## src/rtl/sb_pkg.sv

```systemverilog
// Shared types of the scoreboard hazard controller.
// Assumes: nothing beyond the encodings below, which the ports expose.
package sb_pkg;

    // Life-cycle phase of one functional-unit entry.
    typedef enum logic [1:0] {
        PH_IDLE  = 2'd0,
        PH_READ  = 2'd1,
        PH_EXEC  = 2'd2,
        PH_WRITE = 2'd3
    } sb_phase_t;

    // Execution class carried by an incoming instruction.
    typedef enum logic [1:0] {
        CL_INT  = 2'd0,
        CL_MUL  = 2'd1,
        CL_ADD  = 2'd2,
        CL_NONE = 2'd3
    } sb_class_t;

endpackage

```

## src/rtl/sb_issue_sel.sv

```systemverilog
// Picks the functional unit for the presented instruction and decides
// whether it may issue. Unit 0 is integer, units 1..NUM_MUL are
// multipliers (lowest free wins), the last unit is the adder.
// Assumes: unit_busy comes from registers; dst_pending flags a WAW hazard.
module sb_issue_sel #(
    parameter int NUM_MUL = 2,
    parameter int NUM_FU  = NUM_MUL + 2,
    parameter int TAG_W   = 3
) (
    input  logic              in_valid,
    input  logic [1:0]        in_class,
    input  logic [NUM_FU-1:0] unit_busy,
    input  logic              dst_pending,
    output logic              in_ready,
    output logic [NUM_FU-1:0] iss_vec,
    output logic [TAG_W-1:0]  iss_tag
);
    import sb_pkg::*;

    logic [NUM_FU-1:0] cand;
    logic              found;

    // Candidate unit of the requested class (structural hazard check).
    always_comb begin
        cand  = '0;
        found = 1'b0;
        unique case (sb_class_t'(in_class))
            CL_INT: cand[0] = ~unit_busy[0];
            CL_MUL: begin
                for (int i = 1; i <= NUM_MUL; i++) begin
                    if (!found && !unit_busy[i]) begin
                        cand[i] = 1'b1;
                        found   = 1'b1;
                    end
                end
            end
            CL_ADD:  cand[NUM_FU-1] = ~unit_busy[NUM_FU-1];
            default: cand = '0;
        endcase
    end

    // Ready needs a free unit and no pending writer of the destination.
    always_comb begin
        in_ready = (|cand) && !dst_pending;
        iss_vec  = (in_valid && in_ready) ? cand : '0;
        iss_tag  = '0;
        for (int i = 0; i < NUM_FU; i++) begin
            if (iss_vec[i]) iss_tag = TAG_W'(i + 1);
        end
    end

endmodule

```

## src/rtl/sb_fu_entry.sv

```systemverilog
// One row of the functional-unit status table: phase, operation,
// destination, sources, producer tags and ready flags. It moves
// READ -> EXEC when both sources are ready, EXEC -> WRITE on done, and
// WRITE -> IDLE when granted, and it snoops the write bus for wake-up.
// Assumes: iss_en only when idle; iss_q1/iss_q2 already exclude a
// producer that writes in the issue cycle.
module sb_fu_entry #(
    parameter int REG_W = 4,
    parameter int TAG_W = 3,
    parameter int OP_W  = 3
) (
    input  logic             clk,
    input  logic             rst_n,
    input  logic             iss_en,
    input  logic [OP_W-1:0]  iss_op,
    input  logic [REG_W-1:0] iss_dst,
    input  logic [REG_W-1:0] iss_s1,
    input  logic [REG_W-1:0] iss_s2,
    input  logic [TAG_W-1:0] iss_q1,
    input  logic [TAG_W-1:0] iss_q2,
    input  logic             done,
    input  logic [TAG_W-1:0] wb_tag,
    input  logic             wb_win,
    output logic             busy,
    output logic [OP_W-1:0]  op,
    output logic [REG_W-1:0] fi,
    output logic [REG_W-1:0] fj,
    output logic [REG_W-1:0] fk,
    output logic             rj,
    output logic             rk,
    output logic             rd_go,
    output logic             wr_req
);
    import sb_pkg::*;

    sb_phase_t        ph;
    logic [TAG_W-1:0] qj, qk;

    // Phase and field update for this unit.
    always_ff @(posedge clk) begin
        if (!rst_n) begin
            ph <= PH_IDLE;
            op <= '0;
            fi <= '0;
            fj <= '0;
            fk <= '0;
            qj <= '0;
            qk <= '0;
            rj <= 1'b0;
            rk <= 1'b0;
        end else if (iss_en) begin
            ph <= PH_READ;
            op <= iss_op;
            fi <= iss_dst;
            fj <= iss_s1;
            fk <= iss_s2;
            qj <= iss_q1;
            qk <= iss_q2;
            rj <= (iss_q1 == '0);
            rk <= (iss_q2 == '0);
        end else begin
            unique case (ph)
                PH_READ: begin
                    if (rj && rk) begin
                        ph <= PH_EXEC;
                        rj <= 1'b0;
                        rk <= 1'b0;
                    end else begin
                        if (qj != '0 && qj == wb_tag) begin
                            rj <= 1'b1;
                            qj <= '0;
                        end
                        if (qk != '0 && qk == wb_tag) begin
                            rk <= 1'b1;
                            qk <= '0;
                        end
                    end
                end
                PH_EXEC:  if (done) ph <= PH_WRITE;
                PH_WRITE: if (wb_win) ph <= PH_IDLE;
                default:  ph <= PH_IDLE;
            endcase
        end
    end

    // Status seen by the issue, read and write logic.
    always_comb begin
        busy   = (ph != PH_IDLE);
        rd_go  = (ph == PH_READ) && rj && rk;
        wr_req = (ph == PH_WRITE);
    end

endmodule

```

## src/rtl/sb_wb_arb.sv

```systemverilog
// Result-write permission: a unit asking to write is held back while
// another unit has a ready, unread source equal to its destination (WAR).
// One write per cycle, lowest index first.
// Assumes: ready flags are cleared once a unit has read its operands.
module sb_wb_arb #(
    parameter int NUM_FU = 4,
    parameter int REG_W  = 4,
    parameter int TAG_W  = 3
) (
    input  logic [NUM_FU-1:0]            wr_req,
    input  logic [NUM_FU-1:0][REG_W-1:0] fi,
    input  logic [NUM_FU-1:0][REG_W-1:0] fj,
    input  logic [NUM_FU-1:0][REG_W-1:0] fk,
    input  logic [NUM_FU-1:0]            rj,
    input  logic [NUM_FU-1:0]            rk,
    output logic [NUM_FU-1:0]            wr_grant,
    output logic [TAG_W-1:0]             wb_tag,
    output logic [REG_W-1:0]             wb_reg
);
    logic [NUM_FU-1:0] war_block;
    logic [NUM_FU-1:0] elig;
    logic              found;

    // WAR detection per requesting unit.
    always_comb begin
        war_block = '0;
        for (int u = 0; u < NUM_FU; u++) begin
            for (int v = 0; v < NUM_FU; v++) begin
                if (v != u) begin
                    if ((fj[v] == fi[u] && rj[v]) || (fk[v] == fi[u] && rk[v]))
                        war_block[u] = 1'b1;
                end
            end
        end
        elig = wr_req & ~war_block;
    end

    // Fixed-priority pick of a single writer.
    always_comb begin
        wr_grant = '0;
        wb_tag   = '0;
        wb_reg   = '0;
        found    = 1'b0;
        for (int u = 0; u < NUM_FU; u++) begin
            if (elig[u] && !found) begin
                found       = 1'b1;
                wr_grant[u] = 1'b1;
                wb_tag      = TAG_W'(u + 1);
                wb_reg      = fi[u];
            end
        end
    end

endmodule

```

## src/rtl/sb_hazard_ctrl.sv

```systemverilog
// Scoreboard hazard controller top. It holds the register pending-writer
// table, issues instructions in order (structural and WAW stalls), grants
// operand reads once RAW clears and grants result writes once WAR clears.
// Assumes: the functional units start on rd_grant and pulse fu_done once.
module sb_hazard_ctrl #(
    parameter int NUM_MUL = 2,
    parameter int NUM_REG = 16,
    parameter int OP_W    = 3
) (
    input  logic                          clk,
    input  logic                          rst_n,
    input  logic                          in_valid,
    input  logic [1:0]                    in_class,
    input  logic [OP_W-1:0]               in_op,
    input  logic [$clog2(NUM_REG)-1:0]    in_dst,
    input  logic [$clog2(NUM_REG)-1:0]    in_src1,
    input  logic [$clog2(NUM_REG)-1:0]    in_src2,
    input  logic [NUM_MUL+1:0]            fu_done,
    output logic                          in_ready,
    output logic [$clog2(NUM_MUL+3)-1:0]  issue_tag,
    output logic [NUM_MUL+1:0]            rd_grant,
    output logic [NUM_MUL+1:0]            wr_grant,
    output logic [$clog2(NUM_REG)-1:0]    wr_reg,
    output logic [(NUM_MUL+2)*OP_W-1:0]   fu_op
);
    localparam int NUM_FU = NUM_MUL + 2;
    localparam int REG_W  = $clog2(NUM_REG);
    localparam int TAG_W  = $clog2(NUM_FU + 1);

    logic [NUM_REG-1:0][TAG_W-1:0] res_tab;
    logic [NUM_FU-1:0]             unit_busy, rd_go, wr_req, rj, rk, iss_vec;
    logic [NUM_FU-1:0][REG_W-1:0]  fi, fj, fk;
    logic [NUM_FU-1:0][OP_W-1:0]   op_q;
    logic [TAG_W-1:0]              wb_tag, q1, q2, q1_raw, q2_raw;
    logic                          dst_pending;

    // Pending-writer lookups for the presented instruction.
    always_comb begin
        dst_pending = (res_tab[in_dst] != '0);
        q1_raw      = res_tab[in_src1];
        q2_raw      = res_tab[in_src2];
        q1          = (q1_raw == wb_tag) ? '0 : q1_raw;
        q2          = (q2_raw == wb_tag) ? '0 : q2_raw;
    end

    // Register result table: release on write, claim on issue.
    always_ff @(posedge clk) begin
        if (!rst_n) begin
            res_tab <= '0;
        end else begin
            if (wb_tag != '0) res_tab[wb_reg_int] <= '0;
            if (issue_tag != '0) res_tab[in_dst] <= issue_tag;
        end
    end

    logic [REG_W-1:0] wb_reg_int;

    sb_issue_sel #(
        .NUM_MUL (NUM_MUL),
        .NUM_FU  (NUM_FU),
        .TAG_W   (TAG_W)
    ) u_issue (
        .in_valid    (in_valid),
        .in_class    (in_class),
        .unit_busy   (unit_busy),
        .dst_pending (dst_pending),
        .in_ready    (in_ready),
        .iss_vec     (iss_vec),
        .iss_tag     (issue_tag)
    );

    for (genvar g = 0; g < NUM_FU; g++) begin : g_unit
        sb_fu_entry #(
            .REG_W (REG_W),
            .TAG_W (TAG_W),
            .OP_W  (OP_W)
        ) u_ent (
            .clk     (clk),
            .rst_n   (rst_n),
            .iss_en  (iss_vec[g]),
            .iss_op  (in_op),
            .iss_dst (in_dst),
            .iss_s1  (in_src1),
            .iss_s2  (in_src2),
            .iss_q1  (q1),
            .iss_q2  (q2),
            .done    (fu_done[g]),
            .wb_tag  (wb_tag),
            .wb_win  (wr_grant[g]),
            .busy    (unit_busy[g]),
            .op      (op_q[g]),
            .fi      (fi[g]),
            .fj      (fj[g]),
            .fk      (fk[g]),
            .rj      (rj[g]),
            .rk      (rk[g]),
            .rd_go   (rd_go[g]),
            .wr_req  (wr_req[g])
        );
        // Per-unit outputs.
        assign fu_op[g*OP_W +: OP_W] = op_q[g];
        assign rd_grant[g]           = rd_go[g];
    end

    sb_wb_arb #(
        .NUM_FU (NUM_FU),
        .REG_W  (REG_W),
        .TAG_W  (TAG_W)
    ) u_arb (
        .wr_req   (wr_req),
        .fi       (fi),
        .fj       (fj),
        .fk       (fk),
        .rj       (rj),
        .rk       (rk),
        .wr_grant (wr_grant),
        .wb_tag   (wb_tag),
        .wb_reg   (wb_reg_int)
    );

    assign wr_reg = wb_reg_int;

endmodule

```

## config.mk

```make
export PLATFORM = sky130hd
export DESIGN_NAME = sb_hazard_ctrl
export DESIGN_NICKNAME = d
export VERILOG_FILES = /design/src/rtl/sb_pkg.sv /design/src/rtl/sb_issue_sel.sv /design/src/rtl/sb_fu_entry.sv /design/src/rtl/sb_wb_arb.sv /design/src/rtl/sb_hazard_ctrl.sv
export SDC_FILE = /design/constraint.sdc
export NUM_CORES = 1
export LEC_CHECK = 0
export BUFFER_PORTS_ARGS = -buffer_cell sky130_fd_sc_hd__buf_2
export CAP_MARGIN = 20
export CELL_PAD_IN_SITES_DETAIL_PLACEMENT = 1
export CELL_PAD_IN_SITES_GLOBAL_PLACEMENT = 1
export CORE_UTILIZATION = 51
export DETAILED_ROUTE_END_ITERATION = 10
export PLACE_DENSITY_LB_ADDON = 0.05
export SLEW_MARGIN = 20
export SYNTH_ARGS = -nofsm -noshare
export SYNTH_HDL_FRONTEND = slang
export SYNTH_SLANG_ARGS = --single-unit
```

## constraint.sdc

```tcl
create_clock -name clk -period 6.5 [get_ports clk]
set_input_delay 1.3 -clock clk [delete_from_list [all_inputs] [get_ports clk]]
set_output_delay 1.3 -clock clk [all_outputs]
set_load 0.01 [all_outputs]
```

== Word-level counts from Yosys, hierarchy flattened ==
Cells that the tools add are included.
Widths: inputs -> output; s select.
Storage, ports and cells
  output and inout bits: 28
  input bits: 24
  logic and storage cells: 419
  flip-flop bits (word level): 148
Cells by class
  equality and inequality tests: 76
  bitwise operators: 7
  order comparisons: 6
  reductions and logical operators: 137
  muxes and demuxes: 137
Operators by type and width (number)
  $mux 48: 3
  $mux 3: 41
  $eq 4x4->1: 24
  $mux 1: 61
  $reduce_bool 3->1: 19
  $logic_and 1x1->1: 52
  $and 48x48->48: 1
  $bwmux 48: 1
  $not 48->48: 1
  $reduce_and 3->1: 16
  $bmux 3 s4: 3
  $mux 2: 17
  $reduce_bool 2->1: 16
  $eq 3x3->1: 10
  $demux 3 s4: 2
  $ne 3x2->1 const B: 8
  $pmux 2 s3: 4
  $lt 4x5->1 const B: 4
  $mux 4: 5
  $eq 2x2->1 const B: 9
  $ne 2x1->1 const B: 8
  $ne 2x2->1 const B: 8
  $reduce_and 2->1: 8
  $logic_or 1x1->1: 12
  other kinds (11): 30

== Depth between registers and ports, before layout ==
  depth in word-level cells: 28
  gate-level depth with buffers: 15
  depth with buffers taken out: 12

== Modules after synthesis ==
From an unflattened synthesis, not the netlist that was laid out.
Unflattened totals
  cell total of the unflattened synthesis: 1103
  area, all modules: 9745.6 um^2
By module, submodules not included
  sb_fu_entry: times used 4, area an instance 1214.9 um^2, cells each 130, seq. area each 500.5 um^2
  sb_hazard_ctrl: times used 1, area an instance 3301.9 um^2, cells each 367, seq. area each 960.9 um^2
  sb_wb_arb: times used 1, area an instance 1473.9 um^2, cells each 200, seq. area each 0.0 um^2
  sb_issue_sel: times used 1, area an instance 110.1 um^2, cells each 16, seq. area each 0.0 um^2

== Least setup slack after synthesis ==
OpenSTA, ideal clock, no wires.
  kind: input port to output port
  from: in in_dst[1]
  to: out issue_tag[0]
  path slack: 2.002 ns
  data arrival time: 3.198 ns
  cell stages on the path: 11
  path buffers: 3
  data required time: 5.200 ns
  cell sequence: buf_2 nor4_1 or4_1 o311ai_1 nor3_1 and4b_1 buf_2 and2_1 clkbuf_1 nor2_1 inv_1
Between the ends
  longest elaborated chain between the ends: 11
Ends and longest elaborated chain
  from (decl): line sb_hazard_ctrl.sv:15  | input logic [$clog2(NUM_REG)-1:0] in_dst,
  $bmux 3 s4 *: line sb_hazard_ctrl.sv:39  | dst_pending = (res_tab[in_dst] != '0);
  $mux 3 (not written as such) *: line sb_hazard_ctrl.sv:39
  $reduce_bool 3->1 *: line sb_hazard_ctrl.sv:39
  $logic_not 1->1 *: line sb_issue_sel.sv:44  | in_ready = (|cand) && !dst_pending;
  $logic_and 1x1->1 *: line sb_issue_sel.sv:44
  named net in_ready: line sb_hazard_ctrl.sv:19  | output logic in_ready,
  $logic_and 1x1->1 *: line sb_issue_sel.sv:45  | iss_vec = (in_valid && in_ready) ? cand : '0;
  $mux 4 *: line sb_issue_sel.sv:45
  $mux 1: line sb_issue_sel.sv:48  | if (iss_vec[i]) iss_tag = TAG_W'(i + 1);
  $mux 2 (2 in series): line sb_issue_sel.sv:48
  $mux 3 *: line sb_issue_sel.sv:48
  to (decl): line sb_hazard_ctrl.sv:20  | output logic [$clog2(NUM_MUL+3)-1:0] issue_tag,
Mark *: on every way through the listed nets, which the timed path passes. The rest lies on a longest branch. The select of a mux whose other input is x is not followed.

== Worst setup path in the final report ==
  from: reg g_unit[0].u_ent.fi[2]
  to: out wr_reg[3]
Between the ends
  longest elaborated chain between the ends: 18
  elaborated cells between the ends (all ways): 33
  those cells by class: 6 x eq/ne; 10 x mux; 2 x bitwise; 15 x reduce/logical
Ends and longest elaborated chain
  from (decl): line sb_fu_entry.sv:26  | output logic [REG_W-1:0] fi,
  from (signal assigned): line sb_fu_entry.sv:54  | fi <= iss_dst;
  $eq 4x4->1: line sb_wb_arb.sv:30  | if ((fj[v] == fi[u] && rj[v]) || (fk[v] == fi[u] && rk[v]))
  $logic_and 1x1->1: line sb_wb_arb.sv:30
  $logic_or 1x1->1: line sb_wb_arb.sv:30
  $mux 1 (2 in series): line sb_wb_arb.sv:30
  $mux 1 *: line sb_wb_arb.sv:30
  $not 4->4 *: line sb_wb_arb.sv:35  | elig = wr_req & ~war_block;
  $and 4x4->4 *: line sb_wb_arb.sv:35
  $mux 1: line sb_wb_arb.sv:45  | if (elig[u] && !found) begin
  $logic_not 1->1: line sb_wb_arb.sv:45
  $logic_and 1x1->1: line sb_wb_arb.sv:45
  $mux 1: line sb_wb_arb.sv:45
  $logic_not 1->1: line sb_wb_arb.sv:45
  $logic_and 1x1->1: line sb_wb_arb.sv:45
  $mux 1: line sb_wb_arb.sv:45
  $logic_not 1->1: line sb_wb_arb.sv:45
  $logic_and 1x1->1: line sb_wb_arb.sv:45
  $mux 4 *: line sb_wb_arb.sv:45
  to (decl): line sb_hazard_ctrl.sv:23  | output logic [$clog2(NUM_REG)-1:0] wr_reg,
Every way passes the cells marked *; elsewhere a longest branch is shown, timed or not.

==> impl_results.md <==
- Synth Flop Type: dfxtp_1
- Layout Nets: 1069
- Max Slew Vio Count: 0
- Async SR Flop Fraction: 0
- P_leak: 3.81 nW
- Starting DRT DRC Count: 951
- Data required, critical path: 5.20 ns
- Synth-to-layout area growth: 8.31%
- Detailed Place HPWL: 22500 µm
- Maximum vdd drop: 196 µV
- PostCTS Resize Cnt: 0
- Mean post-synth cell area: 8.80 µm²
- Multi-input gate area: 0.00558 mm²
- Max Clk Rate: 195 MHz
- Max-cap violations: 0
- TritonRoute pass-1 iters: 5
- Layout cells sized above 1: 0.148
- EDFF count, synth: 0
- Initial core utilization: 0.526
- Worst hold path class: register to register
- Final Hold Viols: 0
- Die W: 136 µm
- Tot GR Track Use: 0.357
- CP Capture Type: output port
- Type of origin of the critical path: register
- Number of port buffers: 51
- Clock sinks: 148
- Total gr overflow: 0
- Post-route setup TNS: 0 ns
- First-pass GRT wire length: 48500 µm
- GPL Wtd Cong: 0.901
- Fin area: 0.00988 mm²
- CTS max path bufs: 2
- Largest net degree at the start of global routing: 60
- Cell Area, Placed: 0.00930 mm²
- Cell variety after synth: 77
- ANT cells: 0
- Slew @ Worst Pin: 1.16 ns
- Routed Antenna Nets: 0
- Top-Level Pins: 52
- DR vias: 8418
- Post-Syn Area: 0.00913 mm²
- Status: complete, no violations
- Routed WL: 31800 µm
- Antenna violations before repair: 0
- Power Density: 218 mW/mm²
- Syn Nets: 1078
- Die height: 136 µm
- Routed len/inst: 25.1 µm
- Synthesized flop and latch total: 148
- RSZ-0062 raised after global routing: false
- Filler instances: 2007
- DRC viols: 0
- Sequential fraction of the synthesis area: 0.325
- Vias in the first global route: 8217
- Minimum clock period: 5.12 ns
- Die Area: 0.0184 mm²
- TritonCTS Buffers: 17
- Clk root buf: clkbuf_16
- Sequential Area: 0.00296 mm²
- Max_slew headroom: 0.227
- Synth warn: 0
- Tot Pwr: 2.16 mW
- Final setup fails: 0
- Final Skew: 0.0123 ns
- Vias/cell: 6.65
- CP Data Arrival Time: 3.82 ns
- Core area: 0.0174 mm²
- CTS tree: done
- Maximum fanout along the worst path: 29
- Clk Latency, worst-skew pair: 0.43 ns
- Hold_buf cts: 0
- Util after Layout: 0.569
- Post-CTS Setup Bufs: 0
- Rows: 48
- WS Path Type: register to output port
- Non-Filler Instances: 1265
- Syn Inst Count: 1037
- CTS clk-pin slew, worst paths: 0.07 ns
- H-tree Lvls: 4
- Final period util: 0.788
- Cells after DPL: 1234
==> registers in the layout, summed over array words and instances (netlist names) <==
register,flops
g_unit.u_ent.ph,8
g_unit.u_ent.op,12
g_unit.u_ent.fi,16
g_unit.u_ent.fk,16
g_unit.u_ent.fj,16
g_unit.u_ent.rj,4
res_tab,48
g_unit.u_ent.qj,12
g_unit.u_ent.rk,4
g_unit.u_ent.qk,12
==> report_power, final <==
| group | switching (mW) | internal (mW) |
|---|---|---|
| clock network | 0.433 | 0.582 |
| logic | 0.125 | 0.0681 |
| registers | 0.0285 | 0.920 |
| total | 0.586 | 1.57 |
==> kinds of logic after synthesis <==
group / after synthesis / share of synthesized area
XOR/XNOR: 96 / 0.0921
flip-flops: 148 / 0.325
AO/OA/AOI/OAI: 202 / 0.169
AND/OR/NAND/NOR: 378 / 0.203
adder cells (fa/ha/maj): 17 / 0.0233
multiplexers: 71 / 0.124
buffers and inverters: 125 / 0.0640
==> worst max-delay path, stage by stage (launching register included) <==
cell and delay, ns:
dfxtp_1 0.60, xor2_1 0.12, nor3_1 0.27, nand3_1 0.13, nor3b_1 0.19, nand2_1 0.09, buf_4 0.32, inv_2 0.21
or3_1 0.67, inv_8 0.19, a2bb2oi_1 0.09, buf_4 0.21, inv_2 0.12, buf_2 0.15
==> per-stage QoR <==
step                setup slack (ns)  hold WS (ns)
floorplan                       2.00         0.438
finish                          1.38         0.453
global placement                1.83         0.441
detailed placement              1.74         0.447
global route                    1.18         0.478
CTS                             1.42         0.456
==> Yosys cell counts (6+ instances only) <==
cell type,n,area (µm²)
dfxtp_1,148,2960
nand2_1,139,522
nor2_1,69,259
xor2_1,53,464
a21oi_1,47,235
clkbuf_1,45,169
xnor2_1,43,377
nor3_1,37,185
a32o_1,33,330
mux4_2,33,743
mux2i_1,32,320
inv_1,31,116
nand3_1,29,145
o22ai_1,29,181
buf_2,20,100
buf_4,18,135
ha_1,17,213
nand4_1,16,100
a221oi_1,11,96.3
a31oi_1,11,68.8
nand2b_1,11,68.8
nor4_1,11,68.8
and3_1,10,62.6
and2_1,9,56.3
o21ai_0,8,40.0
nor2b_1,7,43.8
mux2_2,6,67.6
or3_1,6,37.5
==> placed cells by master (no fill, tap or decap), types with 7 or more instances in the layout <==
| master | Yosys | layout |
|---|---|---|
| a31oi_1 | 11 | 11 |
| buf_2 | 20 | 51 |
| inv_1 | 31 | 30 |
| nand3_1 | 29 | 29 |
| mux2i_1 | 32 | 32 |
| nor2b_1 | 7 | 7 |
| nor2_1 | 69 | 69 |
| dfxtp_1 | 148 | 148 |
| o21ai_0 | 8 | 8 |
| nand4_1 | 16 | 16 |
| a32o_1 | 33 | 33 |
| and2_1 | 9 | 9 |
| buf_4 | 18 | 10 |
| mux4_2 | 33 | 33 |
| nand2_1 | 139 | 139 |
| nor4_1 | 11 | 11 |
| and3_1 | 10 | 10 |
| ha_1 | 17 | 17 |
| nor3_1 | 37 | 37 |
| o22ai_1 | 29 | 29 |
| xnor2_1 | 43 | 43 |
| xor2_1 | 53 | 53 |
| a221oi_1 | 11 | 11 |
| a21oi_1 | 47 | 47 |
| clkbuf_16 | 0 | 17 |
| nand2b_1 | 11 | 11 |
==> layer usage <==
layer  up-vias  GRT usage  wire length (µm)  share of wire
li1       3742          -                 -              -
met1      4210      0.464             13500           0.43
met2       391      0.571             14600           0.46
met3        75     0.0789              2460          0.077
met4         0      0.148              1130          0.036
met5         -          0                 0              0
==> final cells by class <==
type | instances | area share
inverter | 36 | 0.0144
sequential | 148 | 0.300
clock inverter | 12 | 0.0147
clock buffer | 19 | 0.0448
multi-input combinational | 764 | 0.564
timing repair buffer | 61 | 0.0334
tap | 225 | 0.0285
==> final timing paths <==
check | from | to | slack [ns] | cells after the start
worst min-delay path | g_unit[0].u_ent.op[2]$_SDFFE_PN0P_ | g_unit[0].u_ent.op[2]$_SDFFE_PN0P_ | 0.45 | 2
worst max register to register | g_unit[0].u_ent.fi[0]$_SDFFE_PN0P_ | res_tab[6]$_SDFF_PN0_ | 1.99 | 13
worst max-delay path | g_unit[0].u_ent.fi[2]$_SDFFE_PN0P_ | wr_reg[3] | 1.38 | 13
worst min register to register | g_unit[0].u_ent.op[2]$_SDFFE_PN0P_ | g_unit[0].u_ent.op[2]$_SDFFE_PN0P_ | 0.45 | 2
(Power assumes the default switching activity.)
